==> src/rtl/sdram_wr_pkg.sv <==
package sdram_wr_pkg;

    typedef enum logic [2:0] {
        ST_IDLE,
        ST_OPEN,
        ST_RCD_WAIT,
        ST_WRITE,
        ST_RECOVER
    } wr_state_e;

    typedef enum logic [1:0] {
        CMD_NOP,
        CMD_ACT,
        CMD_WR
    } sd_cmd_e;

    // ceiling of a picosecond interval over the clock period
    function automatic int cyc_of(input int span_ps, input int clk_ps);
        return (span_ps + clk_ps - 1) / clk_ps;
    endfunction

    function automatic int imax(input int a, input int b);
        return (a > b) ? a : b;
    endfunction

endpackage

==> src/rtl/sdram_wr_timer.sv <==
module sdram_wr_timer #(
    parameter int W_CYC = 2,
    parameter int N_CYC = 6,
    parameter int CNT_W = 8
) (
    input  logic             clk,
    input  logic             rst_n,
    input  logic             start,
    input  logic             run,
    output logic [CNT_W-1:0] cnt,
    output logic             go_wr,
    output logic             go_idle
);
    localparam logic [CNT_W-1:0] WR_AT   = CNT_W'(W_CYC - 1);
    localparam logic [CNT_W-1:0] IDLE_AT = CNT_W'(N_CYC - 2);

    always_ff @(posedge clk) begin
        if (!rst_n) begin
            cnt <= '0;
        end else if (start) begin
            cnt <= '0;
        end else if (run && (cnt != {CNT_W{1'b1}})) begin
            cnt <= cnt + 1'b1;
        end
    end

    // decisions made one cycle ahead of the slot they select
    assign go_wr   = (cnt >= WR_AT);
    assign go_idle = (cnt >= IDLE_AT);

endmodule

==> src/rtl/sdram_wr_fsm.sv <==
module sdram_wr_fsm
    import sdram_wr_pkg::*;
#(
    parameter int RCD_CYC    = 2,
    parameter int RASMIN_CYC = 4,
    parameter int RASMAX_CYC = 12000,
    parameter int WR_CYC     = 2,
    parameter int CNT_W      = 8
) (
    input  logic             clk,
    input  logic             rst_n,
    input  logic             req_valid,
    input  logic             go_wr,
    input  logic             go_idle,
    input  logic [CNT_W-1:0] cnt,
    output logic             ready,
    output logic             accept,
    output logic             run,
    output sd_cmd_e          cmd,
    output logic             done
);
    wr_state_e state, state_nx;

    always_ff @(posedge clk) begin
        if (!rst_n) begin
            state <= ST_IDLE;
            done  <= 1'b0;
        end else begin
            state <= state_nx;
            done  <= (state != ST_IDLE) && (state_nx == ST_IDLE);
        end
    end

    always_comb begin
        state_nx = state;
        unique case (state)
            ST_IDLE:     if (req_valid) state_nx = ST_OPEN;
            ST_OPEN:     state_nx = go_wr ? ST_WRITE : ST_RCD_WAIT;
            ST_RCD_WAIT: if (go_wr) state_nx = ST_WRITE;
            ST_WRITE:    state_nx = go_idle ? ST_IDLE : ST_RECOVER;
            ST_RECOVER:  if (go_idle) state_nx = ST_IDLE;
            default:     state_nx = ST_IDLE;
        endcase
    end

    always_comb begin
        ready  = (state == ST_IDLE);
        accept = ready && req_valid;
        run    = (state != ST_IDLE);
        unique case (state)
            ST_OPEN:  cmd = CMD_ACT;
            ST_WRITE: cmd = CMD_WR;
            default:  cmd = CMD_NOP;
        endcase
    end

    AST_ACCEPT_OPENS: assert property (@(posedge clk) disable iff (!rst_n)
        accept |=> (state == ST_OPEN));
    AST_DONE_SINGLE: assert property (@(posedge clk) disable iff (!rst_n)
        done |=> !done);
    AST_RCD_MET: assert property (@(posedge clk) disable iff (!rst_n)
        (state == ST_WRITE) |-> (int'(cnt) >= RCD_CYC));
    AST_RAS_MIN_MET: assert property (@(posedge clk) disable iff (!rst_n)
        (state == ST_WRITE) |-> (int'(cnt) + WR_CYC >= RASMIN_CYC));
    AST_RAS_MAX_MET: assert property (@(posedge clk) disable iff (!rst_n)
        (state == ST_WRITE) |-> (int'(cnt) + WR_CYC <= RASMAX_CYC));

endmodule

==> src/rtl/sdram_wr_pins.sv <==
module sdram_wr_pins
    import sdram_wr_pkg::*;
#(
    parameter int BANK_W = 2,
    parameter int ROW_W  = 13,
    parameter int COL_W  = 9,
    parameter int DATA_W = 16,
    parameter int AP_BIT = 10
) (
    input  logic              clk,
    input  logic              rst_n,
    input  logic              accept,
    input  sd_cmd_e           cmd,
    input  logic [BANK_W-1:0] in_bank,
    input  logic [ROW_W-1:0]  in_row,
    input  logic [COL_W-1:0]  in_col,
    input  logic [DATA_W-1:0] in_data,
    output logic              cs_n,
    output logic              ras_n,
    output logic              cas_n,
    output logic              we_n,
    output logic [BANK_W-1:0] ba,
    output logic [ROW_W-1:0]  addr,
    output logic [DATA_W-1:0] dq,
    output logic              dq_oe
);
    logic [BANK_W-1:0] cap_bank;
    logic [ROW_W-1:0]  cap_row;
    logic [COL_W-1:0]  cap_col;
    logic [DATA_W-1:0] cap_data;
    logic [ROW_W-1:0]  wr_addr;

    always_ff @(posedge clk) begin
        if (!rst_n) begin
            cap_bank <= '0;
            cap_row  <= '0;
            cap_col  <= '0;
            cap_data <= '0;
        end else if (accept) begin
            cap_bank <= in_bank;
            cap_row  <= in_row;
            cap_col  <= in_col;
            cap_data <= in_data;
        end
    end

    always_comb begin
        wr_addr                = '0;
        wr_addr[COL_W-1:0]     = cap_col;
        wr_addr[AP_BIT]        = 1'b1;
    end

    always_ff @(posedge clk) begin
        if (!rst_n) begin
            {cs_n, ras_n, cas_n, we_n} <= 4'b0111;
            ba    <= '0;
            addr  <= '0;
            dq    <= '0;
            dq_oe <= 1'b0;
        end else begin
            unique case (cmd)
                CMD_ACT: begin
                    {cs_n, ras_n, cas_n, we_n} <= 4'b0011;
                    ba    <= cap_bank;
                    addr  <= cap_row;
                    dq    <= '0;
                    dq_oe <= 1'b0;
                end
                CMD_WR: begin
                    {cs_n, ras_n, cas_n, we_n} <= 4'b0100;
                    ba    <= cap_bank;
                    addr  <= wr_addr;
                    dq    <= cap_data;
                    dq_oe <= 1'b1;
                end
                default: begin
                    {cs_n, ras_n, cas_n, we_n} <= 4'b0111;
                    ba    <= '0;
                    addr  <= '0;
                    dq    <= '0;
                    dq_oe <= 1'b0;
                end
            endcase
        end
    end

endmodule

==> src/rtl/sdram_wr_ap_seq.sv <==
module sdram_wr_ap_seq
    import sdram_wr_pkg::*;
#(
    parameter int BANK_W      = 2,
    parameter int ROW_W       = 13,
    parameter int COL_W       = 9,
    parameter int DATA_W      = 16,
    parameter int AP_BIT      = 10,
    parameter int CLK_PS      = 10000,
    parameter int RCD_PS      = 15000,
    parameter int RAS_MIN_PS  = 37000,
    parameter int RAS_MAX_PS  = 120000000,
    parameter int RC_PS       = 60000,
    parameter int RP_PS       = 15000,
    parameter int WR_EXTRA_PS = 7000
) (
    input  logic                  clk,
    input  logic                  rst_n,
    input  logic                  req_valid,
    output logic                  req_ready,
    input  logic [BANK_W-1:0]     req_bank,
    input  logic [ROW_W-1:0]      req_row,
    input  logic [COL_W-1:0]      req_col,
    input  logic [DATA_W-1:0]     req_data,
    output logic                  done,
    output logic                  sd_cke,
    output logic                  sd_cs_n,
    output logic                  sd_ras_n,
    output logic                  sd_cas_n,
    output logic                  sd_we_n,
    output logic [BANK_W-1:0]     sd_ba,
    output logic [ROW_W-1:0]      sd_addr,
    output logic [DATA_W-1:0]     sd_dq,
    output logic                  sd_dq_oe,
    output logic [DATA_W/8-1:0]   sd_dqm
);
    localparam int RCD_CYC    = cyc_of(RCD_PS, CLK_PS);
    localparam int RASMIN_CYC = cyc_of(RAS_MIN_PS, CLK_PS);
    localparam int RASMAX_CYC = cyc_of(RAS_MAX_PS, CLK_PS);
    localparam int RC_CYC     = cyc_of(RC_PS, CLK_PS);
    localparam int RP_CYC     = cyc_of(RP_PS, CLK_PS);
    localparam int WR_CYC     = cyc_of(CLK_PS + WR_EXTRA_PS, CLK_PS);
    localparam int W_CYC      = imax(RCD_CYC, RASMIN_CYC - WR_CYC);
    localparam int N_CYC      = imax(RC_CYC, W_CYC + WR_CYC + RP_CYC);
    localparam int CNT_W      = $clog2(RASMAX_CYC + 2);
    localparam int GAP_W      = $clog2(N_CYC + 2);

    logic             accept, run, go_wr, go_idle;
    logic [CNT_W-1:0] cnt;
    sd_cmd_e          cmd;

    sdram_wr_timer #(
        .W_CYC (W_CYC),
        .N_CYC (N_CYC),
        .CNT_W (CNT_W)
    ) u_timer (
        .clk     (clk),
        .rst_n   (rst_n),
        .start   (accept),
        .run     (run),
        .cnt     (cnt),
        .go_wr   (go_wr),
        .go_idle (go_idle)
    );

    sdram_wr_fsm #(
        .RCD_CYC    (RCD_CYC),
        .RASMIN_CYC (RASMIN_CYC),
        .RASMAX_CYC (RASMAX_CYC),
        .WR_CYC     (WR_CYC),
        .CNT_W      (CNT_W)
    ) u_fsm (
        .clk       (clk),
        .rst_n     (rst_n),
        .req_valid (req_valid),
        .go_wr     (go_wr),
        .go_idle   (go_idle),
        .cnt       (cnt),
        .ready     (req_ready),
        .accept    (accept),
        .run       (run),
        .cmd       (cmd),
        .done      (done)
    );

    sdram_wr_pins #(
        .BANK_W (BANK_W),
        .ROW_W  (ROW_W),
        .COL_W  (COL_W),
        .DATA_W (DATA_W),
        .AP_BIT (AP_BIT)
    ) u_pins (
        .clk     (clk),
        .rst_n   (rst_n),
        .accept  (accept),
        .cmd     (cmd),
        .in_bank (req_bank),
        .in_row  (req_row),
        .in_col  (req_col),
        .in_data (req_data),
        .cs_n    (sd_cs_n),
        .ras_n   (sd_ras_n),
        .cas_n   (sd_cas_n),
        .we_n    (sd_we_n),
        .ba      (sd_ba),
        .addr    (sd_addr),
        .dq      (sd_dq),
        .dq_oe   (sd_dq_oe)
    );

    assign sd_cke = 1'b1;
    assign sd_dqm = '0;

    // pin-level spacing monitor
    logic             pin_act, pin_wr, seen_act;
    logic [GAP_W-1:0] gap_q;

    assign pin_act = ({sd_cs_n, sd_ras_n, sd_cas_n, sd_we_n} == 4'b0011);
    assign pin_wr  = ({sd_cs_n, sd_ras_n, sd_cas_n, sd_we_n} == 4'b0100);

    always_ff @(posedge clk) begin
        if (!rst_n) begin
            gap_q    <= '0;
            seen_act <= 1'b0;
        end else if (pin_act) begin
            gap_q    <= GAP_W'(1);
            seen_act <= 1'b1;
        end else if (gap_q != {GAP_W{1'b1}}) begin
            gap_q    <= gap_q + 1'b1;
        end
    end

    AST_ACT_SPACING: assert property (@(posedge clk) disable iff (!rst_n)
        (pin_act && seen_act) |-> (int'(gap_q) >= N_CYC));
    AST_WRITE_SLOT: assert property (@(posedge clk) disable iff (!rst_n)
        pin_wr |-> (seen_act && int'(gap_q) == W_CYC));
    AST_AUTO_PRECHARGE: assert property (@(posedge clk) disable iff (!rst_n)
        pin_wr |-> (sd_addr[AP_BIT] && sd_dq_oe));
    AST_QUIET_BUS: assert property (@(posedge clk) disable iff (!rst_n)
        (!pin_act && !pin_wr) |-> ({sd_cs_n, sd_ras_n, sd_cas_n, sd_we_n} == 4'b0111 && !sd_dq_oe));
    AST_READY_AFTER_DONE: assert property (@(posedge clk) disable iff (!rst_n)
        done |-> req_ready);

endmodule

==> config.mk <==
export PLATFORM = sky130hd
export DESIGN_NAME = sdram_wr_ap_seq
export DESIGN_NICKNAME = d
export VERILOG_FILES = /design/src/rtl/sdram_wr_pkg.sv /design/src/rtl/sdram_wr_timer.sv /design/src/rtl/sdram_wr_fsm.sv /design/src/rtl/sdram_wr_pins.sv /design/src/rtl/sdram_wr_ap_seq.sv
export SDC_FILE = /design/constraint.sdc
export NUM_CORES = 1
export LEC_CHECK = 0
export BUFFER_PORTS_ARGS = -buffer_cell sky130_fd_sc_hd__buf_2
export CAP_MARGIN = 20
export CORE_ASPECT_RATIO = 0.5
export CORE_UTILIZATION = 52
export CTS_BUF_LIST = sky130_fd_sc_hd__clkbuf_2 sky130_fd_sc_hd__clkbuf_4 sky130_fd_sc_hd__clkbuf_8
export DETAILED_ROUTE_END_ITERATION = 10
export PLACE_DENSITY = 0.82
export SYNTH_ARGS = -nofsm -noshare
export SYNTH_HDL_FRONTEND = slang
export SYNTH_SLANG_ARGS = --single-unit
==> constraint.sdc <==
create_clock -name clk -period 4.8 [get_ports clk]
set_clock_uncertainty 0.1 [all_clocks]
set_input_delay 0.96 -clock clk [delete_from_list [all_inputs] [get_ports clk]]
set_output_delay 0.96 -clock clk [all_outputs]
set_load 0.02 [all_outputs]
==> results.py, run 1 <==
metrics = {
    "timing": {
        "period_needed_ns": 2.717,
        "max_freq_ghz": 0.3681,
        "worst_pin_slew_ns": 0.9186,
        "setup_viol": 0,
        "slew_violations": 0,
        "timing.slew.headroom": 0.3876,
        "finalSetupTns_ns": 0,
        "final_hold_viol_count": 0,
        "rsz0062_at_grt": "no",
        "final.period_utilization": 0.5660,
        "setup_ws_ns": 2.083,
    },
    "power_and_ir_drop": {
        "p_int_uw": 1239,
        "power_density_mw_per_mm2": 430.4,
        "p_clk_frac": 0.303,
        "power_leakage_uw": 0.001846,
        "share_seq_of_total_power": 0.495,
        "p_sw_uw": 548.2,
        "peakVddDrop_v": 0.0001709,
        "p_comb_frac": 0.202,
        "p_sw_frac": 0.3067,
    },
    "global_route": {
        "grt_overflow": 0,
        "track_usage": 0.2061,
        "grtUsageMet1": 0.2566,
        "grt.busiest_layer": "met2",
        "grt_max_degree": 66,
        "grt_pass1_vias": 2359,
        "gr-usage-met3": 0.08271,
        "antenna_found_initial": 0,
        "grt_pass1_wl_microns": 11070,
        "use_met2": 0.3306,
    },
    "routing": {
        "drtAntennaViolNets": 0,
        "wire_per_inst_microns": 12.54,
        "drc": 0,
        "totalWireLength_microns": 6858,
        "dr.pass1.iters": 4,
        "via_per_inst": 5.135,
        "drt_iter0_drc": 222,
        "vias": 2809,
    },
    "min_path": {
        "min_from": "u_pins.cap_bank[0]$_SDFFE_PN0P_",
        "holdPathEnd": "u_pins.cap_bank[0]$_SDFFE_PN0P_",
        "hp-class": "reg2reg",
        "hold-path-cell-count": 2,
    },
    "worst_setup_path": {
        "worstSetupStartpoint": "req_valid",
        "start_kind": "primary input",
        "r2r-start": "u_fsm.state[1]$_SDFF_PN0_",
        "crit_path_end_kind": "flop",
        "path_max_fanout": 31,
        "r2r_setup_slack_ns": 2.31,
        "required_ns": 4.99,
        "regToRegEndpoint": "u_timer.cnt[4]$_SDFFE_PP0P_",
        "reg2regPathDepth": 5,
        "criticalPathCategory": "in2reg",
        "worst-endpoint-arrival_ns": 2.91,
    },
    "finish": {
        "layout.area.seq_sq_mm": 0.001842,
        "layout-drive-gt1-share": 0.2397,
        "diodes": 0,
        "fin_nets": 503,
        "final_area_sq_mm": 0.004153,
        "multiInputGateArea_sq_mm": 0.001539,
        "filler_cell_count": 544,
        "area_growth_pct": 16.21,
    },
    "run_status": {
        "status": "finished clean",
    },
    "clocking": {
        "cts-root-buf": "clkbuf_8",
        "insertion_delay_ns": 0.37,
        "post_cts_buffers": 0,
        "clock_tree.htree_level_count": 3,
        "cts_resized": 0,
        "holdBufCountCts": 0,
        "clock-sinks": 92,
        "clk_path_buf_depth": 2,
        "cts_buffers": 9,
        "cts_tree": "built",
        "cts.clk_slew.worst_paths_ns": 0.09,
    },
    "synth": {
        "synth_area_leaders": "dfxtp_1 52%, nand2_1 9.8%, a21boi_1 8.4%",
        "syn_area_sq_mm": 0.003573,
        "ys_seq_area_frac": 0.5154,
        "syn_avg_cell_area_sq_um": 9.163,
        "netlist_instances": 390,
        "ys_ff_latch": 92,
        "synth_edf_count": 0,
        "post-synth-top-area-cell": "dfxtp_1",
        "yosysUniqueCellTypes": 47,
        "synth_ff_type": "dfxtp_1",
        "yosys-top-cells-count": "93 x nand2_1, 92 x dfxtp_1, 40 x a21boi_1",
        "synth.most_common_cell": "nand2_1",
        "synth_async_sr_flop_share": 0,
        "yosys.area.top_type_share": 0.5154,
        "synth_warnings": 0,
    },
    "placed_design": {
        "io_buffers": 79,
        "dp_hpwl_microns": 4490,
        "dp_slack_ns": 1.737,
        "dpl_cell_area_sq_mm": 0.003939,
        "gp_congestion": 0.8710,
    },
    "floorplan": {
        "dieArea_sq_mm": 0.007227,
        "core_area_sq_mm": 0.006356,
        "dieWidth_microns": 119.2,
        "ios": 84,
        "initial_core_util": 0.5622,
        "die_h_microns": 60.62,
        "row_count": 20,
    },
    "job": {
        "maxCapViolations": 0,
    },
}
## sequential cells by signal, indices dropped and copies added (netlist names), 2 cells and up
name / flops
u_pins.cap_col: 9
u_pins.ba: 2
u_pins.dq: 16
u_fsm.state: 3
u_pins.cap_data: 16
u_timer.cnt: 14
u_pins.cap_bank: 2
u_pins.addr: 13
u_pins.cap_row: 13
## cell usage in the layout (no fill, tap or decap), drive strengths merged, types with 8 or more instances in the layout
cell and instances:
o31ai 9, nand2 94, clkbuf 12, a22oi 9, dfxtp 92, buf 83, or4 8, a21boi 40
and3 20, a21oi 12, nor2 14
## critical path: stages
cell     delay [ns]
buf_2          0.11
or4b_1         0.41
buf_4          0.39
nand2_1        0.36
or4_1          0.59
o21ai_0        0.09
## cells by family after synthesis
group | after synthesis | share of synthesized area
flip-flops | 92 | 0.5154
other | 2 | 0.002102
buffers and inverters | 38 | 0.05602
XOR/XNOR | 1 | 0.002451
multiplexers | 1 | 0.002801
adder cells (fa/ha/maj) | 6 | 0.02101
AND/OR/NAND/NOR | 172 | 0.2444
AO/OA/AOI/OAI | 78 | 0.1558
## per-layer routing
| metal | vias to the layer above | wire (microns) |
|---|---|---|
| met4 | 0 | 46 |
| li1 | 1453 | - |
| met2 | 62 | 3196 |
| met3 | 5 | 443 |
| met5 | - | 0 |
| met1 | 1289 | 3171 |
## through the flow
step | utilization | cells | hold slack [ns] | power [uW]
2_1_floorplan | - | 392 | 0.3296 | 1183
3_3_place_gp | 0.6185 | 530 | 0.3361 | 1254
3_5_place_dp | 0.6197 | 531 | 0.3384 | 1264
4_1_cts | 0.6533 | 547 | 0.3532 | 1810
5_1_grt | 0.6533 | 547 | 0.3700 | 1899
6_report | 0.6533 | 547 | 0.3492 | 1787
## area by class of cell
class                   instances  share of cell area
clock buffers                  12             0.03826
clock inverters                 4             0.01326
inverters                       6            0.005423
multi-input cells             262              0.3706
flip-flops and latches         92              0.4435
well taps                      88             0.02651
repair buffers                 83              0.1024
## worst max path at each step
stage | endpoint | slack, ns
finish | u_timer.cnt[4]$_SDFFE_PP0P_ | 2.08
detailed placement | u_timer.cnt[4]$_SDFFE_PP0P_ | 1.74
CTS | u_timer.cnt[4]$_SDFFE_PP0P_ | 2.11
global route | u_timer.cnt[4]$_SDFFE_PP0P_ | 1.96
global placement | u_timer.cnt[4]$_SDFFE_PP0P_ | 1.75
floorplan | u_timer.cnt[1]$_SDFFE_PP0P_ | 2.58
## power by group through the flow
stage               registers, uW  logic, uW  clock network [uW]
finish                        884        361                 542
global route                  896        408                 596
CTS                           884        366                 560
detailed placement            902        362                   0
global placement              899        356                   0
floorplan                     898        285                   0
Power figures use the tool's default switching activity.
==> inputs of run 2 (changes only) <==
Settings changed: ABC_AREA set to 1.
Clock period 4.8 ns to 2.8 ns, I/O delays scaled along.
==> run 2 against run 1 <==
Net effect: clock power is 67% higher; cell count is 13% higher; worst hold slack worse by 0.011 ns; count of clock-buffer cells in the layout is 2 lower; sequential power is 62% higher; routed wire length is 5.4% higher; final area is 1.2% higher; global-route usage is 0.75 points higher; power is 51% higher; sequential cell count stayed put; die area is 0.41% higher; critical path type is now reg2reg; critical endpoint is now u_pins.dq[11]$_SDFF_PN0_.
==> results.py, run 2 <==
metrics = {
    "run_status": {
        "status": "finished clean",
    },
    "synth": {
        "yosys.area.top_type_share": 0.5132,
        "syn_avg_cell_area_sq_um": 7.869,
        "yosys-top-cells-count": "115 x nand2_1, 92 x dfxtp_1, 57 x a21oi_1",
        "ys_ff_latch": 92,
        "synth.most_common_cell": "nand2_1",
        "yosysUniqueCellTypes": 25,
        "synth_async_sr_flop_share": 0,
        "synth_warnings": 0,
        "syn_area_sq_mm": 0.003588,
        "synth_edf_count": 0,
        "netlist_instances": 456,
        "synth_area_leaders": "dfxtp_1 51%, nand2_1 12%, a21oi_1 7.9%",
        "post-synth-top-area-cell": "dfxtp_1",
        "ys_seq_area_frac": 0.5132,
        "synth_ff_type": "dfxtp_1",
    },
    "routing": {
        "drtAntennaViolNets": 0,
        "wire_per_inst_microns": 11.68,
        "vias": 2975,
        "drc": 0,
        "drt_iter0_drc": 197,
        "totalWireLength_microns": 7229,
        "via_per_inst": 4.806,
        "dr.pass1.iters": 4,
    },
    "finish": {
        "diodes": 0,
        "layout-drive-gt1-share": 0.2335,
        "largestRegisters": "u_pins.cap_data: 16 flops, u_pins.dq: 16 flops, u_timer.cnt: 14 flops",
        "final_area_sq_mm": 0.004204,
        "area_growth_pct": 17.15,
        "fin_nets": 575,
        "final_common_cell": "nand2_1",
        "mostFrequentLayoutCells": "115 x nand2_1, 92 x dfxtp_1, 79 x buf_2, 57 x a21oi_1, 44 x inv_1",
    },
    "clocking": {
        "cts.clk_slew.worst_paths_ns": 0.09,
        "clock-sinks": 92,
        "clock_tree.htree_level_count": 3,
        "cts_resized": 0,
        "holdBufCountCts": 0,
        "cts_tree": "built",
        "cts-root-buf": "clkbuf_8",
        "post_cts_buffers": 0,
        "insertion_delay_ns": 0.36,
        "clk_path_buf_depth": 2,
        "cts_buffers": 9,
    },
    "worst_setup_path": {
        "r2r_setup_slack_ns": 0.83,
        "reg2regPathDepth": 5,
        "worstSetupStartpoint": "u_fsm.state[1]$_SDFF_PN0_",
        "start_kind": "flop",
        "regToRegEndpoint": "u_pins.dq[11]$_SDFF_PN0_",
        "crit_path_end_kind": "flop",
        "worst-endpoint-arrival_ns": 2.16,
        "required_ns": 2.99,
        "path_max_fanout": 18,
        "r2r-start": "u_fsm.state[1]$_SDFF_PN0_",
        "criticalPathCategory": "reg2reg",
    },
    "timing": {
        "final.period_utilization": 0.7046,
        "finalSetupTns_ns": 0,
        "rsz0062_at_grt": "no",
        "setup_viol": 0,
        "max_freq_ghz": 0.5069,
        "worst_pin_slew_ns": 0.6186,
        "final_hold_viol_count": 0,
        "slew_violations": 0,
        "hold_ws_ns": 0.3378,
        "period_needed_ns": 1.973,
        "timing.slew.headroom": 0.5866,
    },
    "global_route": {
        "antenna_found_initial": 0,
        "grt_max_degree": 44,
        "grt_pass1_wl_microns": 11740,
        "track_usage": 0.2136,
        "grt_overflow": 0,
        "grt_pass1_vias": 2618,
    },
    "floorplan": {
        "die_h_microns": 60.74,
        "dieArea_sq_mm": 0.007257,
        "dieWidth_microns": 119.5,
        "row_count": 20,
        "initial_core_util": 0.5646,
        "core_area_sq_mm": 0.006356,
        "ios": 84,
    },
    "placed_design": {
        "dpl_cell_area_sq_mm": 0.004001,
        "dp_hpwl_microns": 4952,
        "gp_congestion": 0.8777,
        "io_buffers": 79,
    },
    "power_and_ir_drop": {
        "peakVddDrop_v": 0.0002544,
        "power_leakage_uw": 0.001797,
        "power_uw": 2707,
        "power_density_mw_per_mm2": 643.9,
    },
    "min_path": {
        "hp-class": "reg2reg",
        "hold-path-cell-count": 2,
        "min_from": "u_pins.cap_data[6]$_SDFFE_PN0P_",
        "holdPathEnd": "u_pins.dq[6]$_SDFF_PN0_",
    },
    "job": {
        "maxCapViolations": 0,
    },
}
-- run 2: cell types whose count changed after synthesis, sizes merged, moves of 5 or more --
| cell | previous run | this run |
|---|---|---|
| a21oi | 12 | 67 |
| inv | 6 | 46 |
| a21boi | 40 | 0 |
| nand3 | 1 | 9 |
| nand2 | 94 | 122 |
| a22oi | 9 | 0 |
| and2 | 5 | 0 |
| or4 | 8 | 0 |
| o21ai | 3 | 24 |
| xor2 | 0 | 6 |
| and3 | 20 | 0 |
| o31ai | 9 | 0 |
| nor2 | 14 | 43 |
-- run 2: layout make-up --
type                       count  area, sq um
fill                         565         2152
inverter                      46        172.7
sequential                    92         1842
clock buffer                  10        131.4
timing repair buffer          82        430.4
tap                           88        110.1
clock inverter                 6        71.32
multi-input combinational    295         1446
-- run 2: how the worst max path moves through the flow --
stage,cells past startpoint,slack [ns],end
after CTS,5,0.81,u_pins.dq[11]$_SDFF_PN0_
after global placement,4,0.90,u_pins.cas_n$_SDFF_PN1_
after global routing,7,0.60,u_timer.cnt[9]$_SDFFE_PP0P_
final,5,0.83,u_pins.dq[11]$_SDFF_PN0_
after floorplan,6,1.04,u_pins.addr[2]$_SDFF_PN0_
after detailed placement,5,0.82,u_pins.dq[11]$_SDFF_PN0_
-- run 2: per-layer routing --
layer  track usage  wire [microns]  up-vias
li1              -               -     1562
met1        0.2474            3221     1325
met2        0.3757            3485       78
met3       0.07143             416       10
met4       0.09107             106        0
met5             0               0        -
-- run 2: power by group --
part	switching, uW	internal [uW]	leakage (uW)
sequential	36.3	1390	0.000750
clock	469	434	0.000103
combinational	255	121	0.000945
total	761	1950	0.00180
-- run 2: cell families (layout without fill, tap and decap cells) --
| kind of cell | count (synthesis) | in the layout | share of synthesized area |
|---|---|---|---|
| simple gates | 187 | 187 | 0.2204 |
| flops | 92 | 92 | 0.5133 |
| compound gates | 91 | 91 | 0.1405 |
| buf+inv | 71 | 144 | 0.08578 |
| xor+xnor | 7 | 7 | 0.01709 |
| fa+ha+maj | 6 | 6 | 0.02092 |
| other cells | 2 | 4 | 0.002093 |
-- run 2: through the flow --
step,std cells,utilization,setup slack (ns)
after floorplan,458,-,1.044
after global placement,603,0.6295,0.8994
after detailed placement,603,0.6295,0.8186
after CTS,619,0.6614,0.8077
after global routing,619,0.6614,0.6001
final,619,0.6614,0.8271
-- run 2: critical path: stages (launching register included) --
cell and delay (ns):
dfxtp_1 0.37, inv_1 0.05, nor3_1 0.23, ha_1 0.44, nand2_1 0.48, nor2_1 0.23
